[config.mk]
export PLATFORM = sky130hd
export DESIGN_NAME = atten_ctrl
export DESIGN_NICKNAME = d
export VERILOG_FILES = /design/src/rtl/atten_pkg.sv /design/src/rtl/atten_sync.sv /design/src/rtl/atten_shifter.sv /design/src/rtl/atten_codereg.sv /design/src/rtl/atten_ctrl.sv
export SDC_FILE = /design/constraint.sdc
export NUM_CORES = 1
export LEC_CHECK = 0
export CORE_MARGIN = 2
export CORE_UTILIZATION = 50
export CTS_CLUSTER_DIAMETER = 80
export DETAILED_ROUTE_END_ITERATION = 16
export DONT_BUFFER_PORTS = 1
export GPL_TIMING_DRIVEN = 0
export PLACE_DENSITY = 0.75
export SETUP_SLACK_MARGIN = 0.5
export SLEW_MARGIN = 25
export SYNTH_ARGS = -nofsm -noshare
export SYNTH_HDL_FRONTEND = slang
export SYNTH_SLANG_ARGS = --single-unit
[constraint.sdc]
create_clock -name clk -period 1.9 [get_ports clk]
set_clock_uncertainty 0.05 [all_clocks]
set_input_delay 0.095 -clock clk [delete_from_list [all_inputs] [get_ports clk]]
set_output_delay 0.095 -clock clk [all_outputs]
set_load 0.01 [all_outputs]
[src/rtl/atten_pkg.sv]
package atten_pkg;
  localparam int CODE_W_DEF = 7;
  localparam int ADDR_W_DEF = 3;
  localparam int WORD_W_DEF = 8;

  typedef enum logic {
    CTL_PARALLEL = 1'b0,
    CTL_SERIAL   = 1'b1
  } ctl_mode_e;
endpackage

[src/rtl/atten_sync.sv]
module atten_sync #(
  parameter int   STAGES  = 2,
  parameter logic RST_VAL = 1'b0
) (
  input  logic clk,
  input  logic rst_n,
  input  logic pin,
  output logic lvl
);
  logic [STAGES-1:0] pipe;

  always_ff @(posedge clk or negedge rst_n) begin
    if (!rst_n) pipe <= {STAGES{RST_VAL}};
    else        pipe <= {pipe[STAGES-2:0], pin};
  end

  assign lvl = pipe[STAGES-1];
endmodule

[src/rtl/atten_shifter.sv]
module atten_shifter #(
  parameter int WORD_W = 8,
  parameter int CODE_W = 7,
  parameter int ADDR_W = 3
) (
  input  logic              clk,
  input  logic              rst_n,
  input  logic              sclk_lvl,
  input  logic              sdata_lvl,
  input  logic              le_lvl,
  output logic [CODE_W-1:0] code_field,
  output logic [ADDR_W-1:0] addr_field,
  output logic              shift_evt
);
  localparam int FRAME_W = 2 * WORD_W;

  function automatic logic [FRAME_W-1:0] reset_frame();
    return {{WORD_W{1'b0}}, {(WORD_W-CODE_W){1'b0}}, {CODE_W{1'b1}}};
  endfunction

  logic               sclk_prev;
  logic [FRAME_W-1:0] frame_q;

  assign shift_evt = sclk_lvl & ~sclk_prev & ~le_lvl;

  always_ff @(posedge clk or negedge rst_n) begin
    if (!rst_n) begin
      sclk_prev <= 1'b1;
      frame_q   <= reset_frame();
    end else begin
      sclk_prev <= sclk_lvl;
      if (shift_evt) frame_q <= {sdata_lvl, frame_q[FRAME_W-1:1]};
    end
  end

  assign code_field = frame_q[CODE_W-1:0];
  assign addr_field = frame_q[WORD_W +: ADDR_W];

  AST_SHIFT_FROZEN: assert property (@(posedge clk) disable iff (!rst_n)
    le_lvl |=> $stable(frame_q));
endmodule

[src/rtl/atten_codereg.sv]
module atten_codereg
  import atten_pkg::*;
#(
  parameter int CODE_W = 7,
  parameter int ADDR_W = 3
) (
  input  logic              clk,
  input  logic              rst_n,
  input  logic              mode_lvl,
  input  logic              le_lvl,
  input  logic [ADDR_W-1:0] addr_rx,
  input  logic [ADDR_W-1:0] strap,
  input  logic [CODE_W-1:0] code_rx,
  input  logic [CODE_W-1:0] par_code,
  output logic [CODE_W-1:0] code_q
);
  function automatic logic addr_match(logic [ADDR_W-1:0] rx, logic [ADDR_W-1:0] st);
    return rx == st;
  endfunction

  logic le_prev;
  logic le_rise;
  logic is_serial;
  logic ser_load;
  logic ser_reject;
  logic par_follow;

  assign is_serial  = (ctl_mode_e'(mode_lvl) == CTL_SERIAL);
  assign le_rise    = le_lvl & ~le_prev;
  assign ser_load   = is_serial & le_rise & addr_match(addr_rx, strap);
  assign ser_reject = is_serial & le_rise & ~addr_match(addr_rx, strap);
  assign par_follow = ~is_serial & le_lvl;

  always_ff @(posedge clk or negedge rst_n) begin
    if (!rst_n) begin
      le_prev <= 1'b1;
      code_q  <= {CODE_W{1'b1}};
    end else begin
      le_prev <= le_lvl;
      if (ser_load)        code_q <= code_rx;
      else if (par_follow) code_q <= par_code;
    end
  end

  AST_SER_LOAD: assert property (@(posedge clk) disable iff (!rst_n)
    ser_load |=> code_q == $past(code_rx));
  AST_ADDR_REJECT: assert property (@(posedge clk) disable iff (!rst_n)
    ser_reject |=> $stable(code_q));
  AST_SER_IGNORES_PINS: assert property (@(posedge clk) disable iff (!rst_n)
    (is_serial && !le_rise) |=> $stable(code_q));
  AST_PAR_FOLLOW: assert property (@(posedge clk) disable iff (!rst_n)
    par_follow |=> code_q == $past(par_code));
  AST_LE_LOW_HOLD: assert property (@(posedge clk) disable iff (!rst_n)
    !le_lvl |=> $stable(code_q));
endmodule

[src/rtl/atten_ctrl.sv]
module atten_ctrl #(
  parameter int CODE_W      = atten_pkg::CODE_W_DEF,
  parameter int ADDR_W      = atten_pkg::ADDR_W_DEF,
  parameter int WORD_W      = atten_pkg::WORD_W_DEF,
  parameter int SYNC_STAGES = 2
) (
  input  logic              clk,
  input  logic              rst_n,
  input  logic              mode_ser,
  input  logic              ser_clk,
  input  logic              ser_data,
  input  logic              latch_en,
  input  logic [ADDR_W-1:0] addr_strap,
  input  logic [CODE_W-1:0] par_code,
  output logic [CODE_W-1:0] atten_code
);
  localparam int         N_SYNC   = 4;
  localparam logic [3:0] SYNC_RST = 4'b1110; // mode, le, sclk idle high; data low

  logic [N_SYNC-1:0] pin_raw;
  logic [N_SYNC-1:0] pin_lvl;

  assign pin_raw = {mode_ser, latch_en, ser_clk, ser_data};

  for (genvar g = 0; g < N_SYNC; g++) begin : g_sync
    atten_sync #(.STAGES(SYNC_STAGES), .RST_VAL(SYNC_RST[g])) u_sync (
      .clk(clk), .rst_n(rst_n), .pin(pin_raw[g]), .lvl(pin_lvl[g])
    );
  end

  logic              mode_lvl, le_lvl, sclk_lvl, sdata_lvl;
  logic [CODE_W-1:0] code_field;
  logic [ADDR_W-1:0] addr_field;
  logic              shift_evt;

  assign {mode_lvl, le_lvl, sclk_lvl, sdata_lvl} = pin_lvl;

  atten_shifter #(.WORD_W(WORD_W), .CODE_W(CODE_W), .ADDR_W(ADDR_W)) u_shift (
    .clk(clk), .rst_n(rst_n), .sclk_lvl(sclk_lvl), .sdata_lvl(sdata_lvl),
    .le_lvl(le_lvl), .code_field(code_field), .addr_field(addr_field),
    .shift_evt(shift_evt)
  );

  atten_codereg #(.CODE_W(CODE_W), .ADDR_W(ADDR_W)) u_code (
    .clk(clk), .rst_n(rst_n), .mode_lvl(mode_lvl), .le_lvl(le_lvl),
    .addr_rx(addr_field), .strap(addr_strap), .code_rx(code_field),
    .par_code(par_code), .code_q(atten_code)
  );

  AST_SHIFT_NEEDS_SERIAL_LE_LOW: assert property (@(posedge clk) disable iff (!rst_n)
    shift_evt |-> !le_lvl);
endmodule

Word-level counts from Yosys, hierarchy flattened
Cells that the tools add are included.

Output and inout bits: 7. Logic and storage cells: 22. Input port bits: 16. Register bits: 33.

Reduce and logical (&&, ||, !) cells: 1. Eq/ne operators: 1. Bitwise logic cells: 10. Multiplexer cells: 2.

Operators by type and width (number): 2-to-1 mux 7 bit (2); AND 1 bit (6); NOT 1 bit (4); == test 3 bit (1); nonzero test 2 bit (1).

Longest topological paths before layout
Gate-level depths: netlist (run 1).

Word-level depth: 5. Depth in mapped cells: 4. Gate-level depth less buffers: 3.

Cells and area by module
From an unflattened synthesis (run 1), not the netlist that was laid out.

Cell total of the unflattened synthesis: 82. Area total of the unflattened synthesis: 1451.4 um^2.

By module, submodules not included: atten_shifter (area each 763.2 um^2, instances 1, cells each 45, sequential area each 435.4 um^2); atten_codereg (area each 480.5 um^2, instances 1, cells each 29, sequential area each 210.2 um^2); atten_sync (g_sync[1].u_sync ...) (area each 52.6 um^2, instances 3, cells each 2, sequential area each 52.6 um^2); atten_sync (g_sync[0].u_sync) (area each 50.0 um^2, instances 1, cells each 2, sequential area each 50.0 um^2).

Worst setup path after synthesis (run 1)
Ideal clock, no wire load.

Kind: flip-flop to flip-flop. Start: register g_sync[1].u_sync.pipe[1]. End: register u_shift.frame_q[11]. Slack: 0.395 ns. Setup time: 0.125 ns. Data required time: 1.725 ns. Period minus slack after synthesis: 1.505 ns. Cell stages (with the launch flop): 4. Arrival time: 1.330 ns. Buffers on the path: 1. Cells stage by stage: dfstp_2 -> nor3b_4 -> buf_6 -> mux2_2.

Longest elaborated chain between the ends: 2.

RTL lines: start, declared (line atten_sync.sv:10) `logic [STAGES-1:0] pipe;`; start signal, assigned (line atten_sync.sv:13) `if (!rst_n) pipe <= {STAGES{RST_VAL}};`; start signal, assigned (line atten_sync.sv:14) `else pipe <= {pipe[STAGES-2:0], pin};`; AND 1 bit (2 in a row) (line atten_shifter.sv:24) `assign shift_evt = sclk_lvl & ~sclk_prev & ~le_lvl;`; end signal, assigned (line atten_shifter.sv:29) `frame_q <= reset_frame();`; end signal, assigned (line atten_shifter.sv:32) `if (shift_evt) frame_q <= {sdata_lvl, frame_q[FRAME_W-1:1]};`; end, declared (line atten_shifter.sv:22) `logic [FRAME_W-1:0] frame_q;`.

No other way between the ends. A chain may end at the register's enable or synchronous reset.

Worst setup path in the final report (run 1)
Start: register g_sync[3].u_sync.pipe[1]. End: register u_code.code_q[4].

Longest elaborated chain between the ends: 3. Elaborated cells between the ends (all ways): 6. Those cells by class: mux: 1; bitwise: 4; reduce/logical: 1.

RTL lines: start, declared (line atten_sync.sv:10); start signal, assigned (line atten_sync.sv:13); start signal, assigned (line atten_sync.sv:14); AND 1 bit / NOT 1 bit (equally long branches) (line atten_codereg.sv:30, atten_codereg.sv:32); AND 1 bit (on tied branches) (line atten_codereg.sv:30, atten_codereg.sv:32); 2-to-1 mux 7 bit / nonzero test 2 bit (equally long branches); end signal, assigned (line atten_codereg.sv:37) `code_q <= {CODE_W{1'b1}};`; end signal, assigned (line atten_codereg.sv:40) `if (ser_load) code_q <= code_rx;`; end signal, assigned (line atten_codereg.sv:41) `else if (par_follow) code_q <= par_code;`; end, declared (line atten_codereg.sv:15) `output logic [CODE_W-1:0] code_q`.

Several ways; a longest one is shown, not always the timed one.

==> reports/metrics.yaml, run 1 <==
status:
  outcome: "finished clean"
yosys:
  syn_avg_cell_area_um2: 18.3
  netlist_area_um2: 1320
  synth_nets: 88
  synth.top_cells.by_area: "dfstp_2 (44%), dfrtp_1 (21%), mux2_2 (19%), mux2_4 (9.1%), xnor2_1 (2.0%)"
  yosys.area.top_type: "dfstp_2"
  synth.distinct_cells: 10
  synth-seq-area-share: 0.648
  ys_seq_elements: 33
  synth_top_area_share: 0.439
  ys_warn_count: 0
  postSynthCellCount: 72
route:
  vias: 644
  drt_first_pass_iters: 2
  wirelength_mm: 1.97
  drt_iter0_markers: 10
  drc_errors: 0
  wl_per_cell_um: 15.6
  via_per_inst: 5.11
  ant_nets: 0
power_and_ir_drop:
  p_leak_nw: 0.743
  ir_drop_mv: 0.770
  p_per_area_nw_per_um2: 998
critical_path:
  required_ns: 2.10
  criticalPathCategory: "flop to flop"
  path_common_cell: "mux2_4"
  cp_slowest_cell: "dfstp_2"
  crit_fanout: 7
  crit_chain: "nand2b_4, buf_6, mux2_4, mux2_4"
  worst_setup_path_end_kind: "flop"
  max_stage_delay_ns: 0.54
  cp-start-kind: "flop"
  arrival_ns: 1.68
timing:
  finalCritPeriodShare: 0.779
  maxSlewHeadroom: 0.825
  holdWs_ns: 0.135
  setup_viol: 0
  rsz0062_at_grt: "yes"
  finalMaxSlewViolations: 0
  hold_viol: 0
  worst_slew_pin_slew_ns: 0.261
  min_period_ns: 1.48
  fmax_ghz: 0.675
  finalSetupTns_ns: 0
clock_network:
  cts_buffer_depth: 2
  h-tree-depth: 2
  clk_pin_slew_ns: 0.10
  cts-root-buf: "clkbuf_4"
  insertion_delay_ns: 0.33
  numCtsBuffers: 5
  cts_sinks: 33
  cts_tree: "done"
placement:
  gp_congestion: 0.681
  io_buffers: 0
  postPlaceCellArea_um2: 1400
  dpl.hpwl_mm: 1.12
  dpl.cell_count: 102
layout:
  area_growth_pct: 24.6
  final_area_um2: 1640
  finalNonFillerCells: 126
  final_util: 0.663
  diodes: 0
  drive_above_1_share: 0.708
  layout.nets: 111
floorplan:
  core_um2: 2480
  rows: 18
  initial_utilization: 0.532
  fp.dieW_um: 55.3
  io_pins: 23
  die_area_um2: 3060
  die_h_um: 55.3
global_route:
  gr-usage-all-layers: 0.147
  grt_max_degree: 34
  grt-ovfl-total: 0
  antenna_found_initial: 0
  grt_pass1_wl_mm: 3.39
  grt_pass1_vias: 763
hold_path:
  hp-class: "input port to flop"
flow_run:
  drv_cap: 0
report_power, final:
group	internal [W]	switching (W)
registers	0.000848	0.0000904
clock network	0.000182	0.000209
logic	0.000214	0.0000946
what timing repair did:
item,in CTS,in global routing
resized for setup,3,1
pin swaps,1,0
setup buffers,3,0
hold buffers,13,0
endpoints found under the setup margin,22,23
hold endpoints to repair,44,0
cloned,0,0
worst max-delay path, delay by kind of cell (launching register included):
kind / cells / cell delay [ns]
mux: 2 / 0.57
buf+inv: 1 / 0.15
simple gates: 1 / 0.12
flops: 1 / 0.54
Yosys cell counts:
master / instances
dfstp_2: 22
mux2_2: 22
dfrtp_1: 11
mux2_4: 8
xnor2_1: 3
buf_6: 2
and3b_2: 1
nand2b_1: 1
nand4_2: 1
nor3b_4: 1
kinds of logic (layout without fill, tap and decap cells):
logic type | Yosys count | in the layout | synth area share
buffers and inverters | 2 | 26 | 0.0171
DFF | 33 | 33 | 0.648
muxes | 30 | 30 | 0.279
and+or+nand+nor | 4 | 4 | 0.0361
xor gates and xnor gates | 3 | 3 | 0.0199
registers in the layout, summed over array words and instances (netlist names):
signal,count
g_sync.u_sync.pipe,8
u_code.code_q,7
u_code.le_prev,1
u_shift.frame_q,16
u_shift.sclk_prev,1
layout by cell type (no fill, tap or decap), types with 2 or more instances in the layout:
| cell type | instances |
|---|---|
| buf_4 | 2 |
| buf_6 | 3 |
| clkbuf_1 | 2 |
| clkbuf_4 | 5 |
| dfrtp_1 | 11 |
| dfstp_2 | 22 |
| dlygate4sd3_1 | 12 |
| mux2_2 | 10 |
| mux2_4 | 20 |
| xnor2_1 | 3 |
through the flow:
| stage | setup WS, ns | total power [W] |
|---|---|---|
| 6_report | 0.419 | 0.00164 |
| 5_1_grt | 0.392 | 0.00173 |
| 4_1_cts | 0.427 | 0.00166 |
| 3_5_place_dp | 0.328 | 0.00120 |
| 3_3_place_gp | 0.313 | 0.00119 |
| 2_1_floorplan | 0.413 | 0.00116 |
per-layer routing:
layer / wire length, um / global-route usage / up-vias / share of wire
met5: 0 / 0 / - / 0
met4: 32 / 0.0836 / 0 / 0.016
met3: 117 / 0.0539 / 4 / 0.059
met2: 977 / 0.236 / 21 / 0.50
met1: 842 / 0.167 / 320 / 0.43
li1: - / - / 299 / -
worst paths after layout:
kind	end	slack (ns)	cells after the start	startpoint
min in group asynchronous	u_shift.frame_q[11]$_DFFE_PN0P_	0.15	2	rst_n
worst min-delay path	u_code.code_q[3]$_DFFE_PN1P_	0.13	3	addr_strap[0]
worst max register to register	u_code.code_q[4]$_DFFE_PN1P_	0.42	4	g_sync[3].u_sync.pipe[1]$_DFF_PN1_
max in group asynchronous	g_sync[1].u_sync.pipe[0]$_DFF_PN1_	1.39	2	rst_n
worst min register to register	g_sync[0].u_sync.pipe[1]$_DFF_PN0_	0.30	0	g_sync[0].u_sync.pipe[0]$_DFF_PN0_
worst max-delay path	u_code.code_q[4]$_DFFE_PN1P_	0.42	4	g_sync[3].u_sync.pipe[1]$_DFF_PN1_
layout make-up:
cell class / instances / area, um^2
multi-input cells: 37 / 503
fillers: 186 / 836
well taps: 30 / 37.5
flip-flops and latches: 33 / 853
repair buffers: 16 / 166
plain buffers: 2 / 22.5
clock buffers: 8 / 58.8
Note: power is estimated with default switching activity, not from simulation.
==> inputs of run 2 (changes only) <==
Settings changed: PLACE_DENSITY 0.75 to 0.78.
Clock period 1.9 ns to 1.2 ns, I/O delays scaled along.
==> reports/metrics.yaml, run 2 (synthesis gave the netlist of run 1 again) <==
layout:
  final_common_cell: "dfstp_2"
  final_cell_mix: "dfstp_2 (22), mux2_4 (20), dfrtp_1 (11), mux2_2 (10), clkbuf_4 (5)"
  drive_above_1_share: 0.759  # +0.0503
  layout.nets: 102  # -8.1%
  fill_cells: 186  # unchanged
  diodes: 0  # unchanged
  area_growth_pct: 15.5
  largest_register_ffs: 16  # unchanged
  top_register: "u_shift.frame_q"
  largestRegisters: "u_shift.frame_q: 16 flops, g_sync.u_sync.pipe: 8 flops, u_code.code_q: 7 flops"
clock_network:
  cts_hold_buf: 4  # -9
  clk_pin_slew_ns: 0.10  # about the same
  cts_tree: "done"
  cts_buffer_depth: 2  # unchanged
  cts_sinks: 33  # unchanged
  numCtsBuffers: 5  # unchanged
  h-tree-depth: 2  # unchanged
  cts-root-buf: "clkbuf_4"
  insertion_delay_ns: 0.32  # about the same
timing:
  hold_viol: 40  # +40
  worst_slew_pin_slew_ns: 0.259  # -0.00161 ns
  setup_slack_ns: -0.273  # -0.693 ns
  maxSlewHeadroom: 0.826  # +0.00108
  finalMaxSlewViolations: 0  # unchanged
  fmax_ghz: 0.679  # +0.48%
  rsz0062_at_grt: "yes"
  setup_viol: 23  # +23
  finalCritPeriodShare: 1.23  # +0.449
  holdWs_ns: -0.632  # -0.766 ns
  min_period_ns: 1.47  # -0.00710 ns
route:
  wirelength_mm: 1.87  # -5.3%
  drt_first_pass_iters: 3  # +1
  wl_per_cell_um: 15.9  # +2.0%
  ant_nets: 0  # unchanged
  drc_errors: 0  # unchanged
  via_per_inst: 5.32  # +4.2%
  drt_iter0_markers: 6  # -4
  vias: 623  # -3.3%
global_route:
  gr-usage-met3: 0.0984  # +0.0445
  grt_util_met2: 0.213  # -0.0238
  grt_pass1_vias: 660  # -13%
  grt_max_degree: 34  # unchanged
  gr-usage-all-layers: 0.141  # -0.00599
  top_usage_layer: "met2"
  grt_pass1_wl_mm: 3.11  # -8.1%
  grt_util_met1: 0.150  # -0.0170
  grt-ovfl-total: 0  # unchanged
  antenna_found_initial: 0  # unchanged
critical_path:
  crit_cells: 4  # unchanged
  arrival_ns: 1.68  # about the same
  crit_family: "multiplexers"
  crit_buf_inv: 1  # unchanged
  cp-start-kind: "flop"
  rr_worst_depth: 4  # unchanged
  path_common_cell: "mux2_4"
  crit_start: "g_sync[3].u_sync.pipe[1]$_DFF_PN1_"
  crit_fanout: 7  # unchanged
  cp-endpoint: "u_code.code_q[0]$_DFFE_PN1P_"
  max_stage_delay_ns: 0.54  # about the same
  rr_endpoint: "u_code.code_q[0]$_DFFE_PN1P_"
  crit_chain: "nand2b_1, buf_6, mux2_4, mux2_4"
  worst_setup_path_end_kind: "flop"
  required_ns: 1.41  # -0.69 ns
  cp_slowest_cell: "dfstp_2"
  r2r_slack_ns: -0.27  # -0.69 ns
  r2r_start: "g_sync[3].u_sync.pipe[1]$_DFF_PN1_"
  criticalPathCategory: "flop to flop"
status:
  outcome: "finished, violations left"
  violations: "hold timing, setup timing"
floorplan:
  rows: 18  # unchanged
  die_area_um2: 3060  # unchanged
  fp.dieW_um: 55.3  # unchanged
  io_pins: 23  # unchanged
  core_um2: 2480  # unchanged
  initial_utilization: 0.532  # unchanged
  die_h_um: 55.3  # unchanged
power_and_ir_drop:
  p_total_w: 0.00249  # +52%
  switchingPower_w: 0.000614  # +56%
  ir_drop_mv: 0.976  # +27%
  internal-power_w: 0.00187  # +50%
  combinationalPowerShare: 0.171  # -0.018
  netSwitchingFraction: 0.247  # +0.00661
  p_clk_frac: 0.233  # -0.006
  p_per_area_nw_per_um2: 1630  # +64%
  seqPwrFrac: 0.596  # +0.023
  p_leak_nw: 0.686  # -7.6%
flow_run:
  drv_cap: 0  # unchanged
placement:
  io_buffers: 0  # unchanged
  dpl.hpwl_mm: 1.16  # +3.6%
  gp_congestion: 0.654  # -3.9%
hold_path:
  hp-class: "input port to asynchronous set/reset pin"
[run 2: cell count changes in the layout (fill, tap and decap cells not counted), sizes merged]
cell	delta
buf	-1
clkinv	+1
dlygate4sd3	-8
clkbuf	-1
[run 2: per-layer routing]
metal / vias up / wire, um
met5: - / 0
met4: 0 / 9
met3: 2 / 124
met2: 18 / 927
met1: 322 / 804
li1: 281 / -
[run 2: final cells by class]
cell class / count / area (um^2) / share of cell area
Sequential cell: 33 / 853 / 0.561
Clock inverter: 1 / 5.00 / 0.00329
Clock buffer: 7 / 45.0 / 0.0296
Tap cell: 30 / 37.5 / 0.0247
Multi-Input combinational cell: 37 / 495 / 0.326
Timing Repair Buffer: 7 / 62.6 / 0.0411
Buffer: 2 / 22.5 / 0.0148
[run 2: power by group through the flow]
stage                     registers, W  logic [W]  clock network (W)
after global routing           0.00151   0.000457           0.000670
after detailed placement       0.00150   0.000406                  0
after floorplan                0.00146   0.000376                  0
after CTS                      0.00149   0.000431           0.000614
after global placement         0.00149   0.000393                  0
final                          0.00148   0.000424           0.000579
[run 2: what timing repair did]
action / 4_1_cts / 5_1_grt
endpoints found under the setup margin: 31 / 31
endpoints found under the hold margin: 44 / 40
gates resized for setup: 2 / 0
setup buffers: 3 / 0
[run 2: through the flow]
stage,area [um^2],util,std cells,TNS (ns),setup WS (ns)
2_1_floorplan,1360,-,72,-5.26,-0.287
3_3_place_gp,1400,0.566,102,-6.70,-0.368
3_5_place_dp,1400,0.566,102,-6.98,-0.384
4_1_cts,1520,0.614,117,-5.86,-0.280
5_1_grt,1520,0.614,117,-6.56,-0.312
6_report,1520,0.614,117,-5.44,-0.273
[run 2: worst min path at each step]
stage,from,to,slack [ns],cells after the start
floorplan,rst_n,g_sync[0].u_sync.pipe[0]$_DFF_PN0_,-0.29,0
global placement,rst_n,g_sync[0].u_sync.pipe[0]$_DFF_PN0_,-0.28,0
detailed placement,rst_n,u_shift.frame_q[15]$_DFFE_PN0P_,-0.28,0
CTS,rst_n,u_shift.frame_q[9]$_DFFE_PN0P_,-0.66,0
global route,rst_n,g_sync[0].u_sync.pipe[0]$_DFF_PN0_,-0.68,0
finish,rst_n,u_shift.frame_q[8]$_DFFE_PN0P_,-0.63,0
[run 2: worst reg2reg max path, stage by stage (launching register included)]
cell and delay (ns):
dfstp_2 0.54, nand2b_1 0.11, buf_6 0.15, mux2_4 0.31
mux2_4 0.26
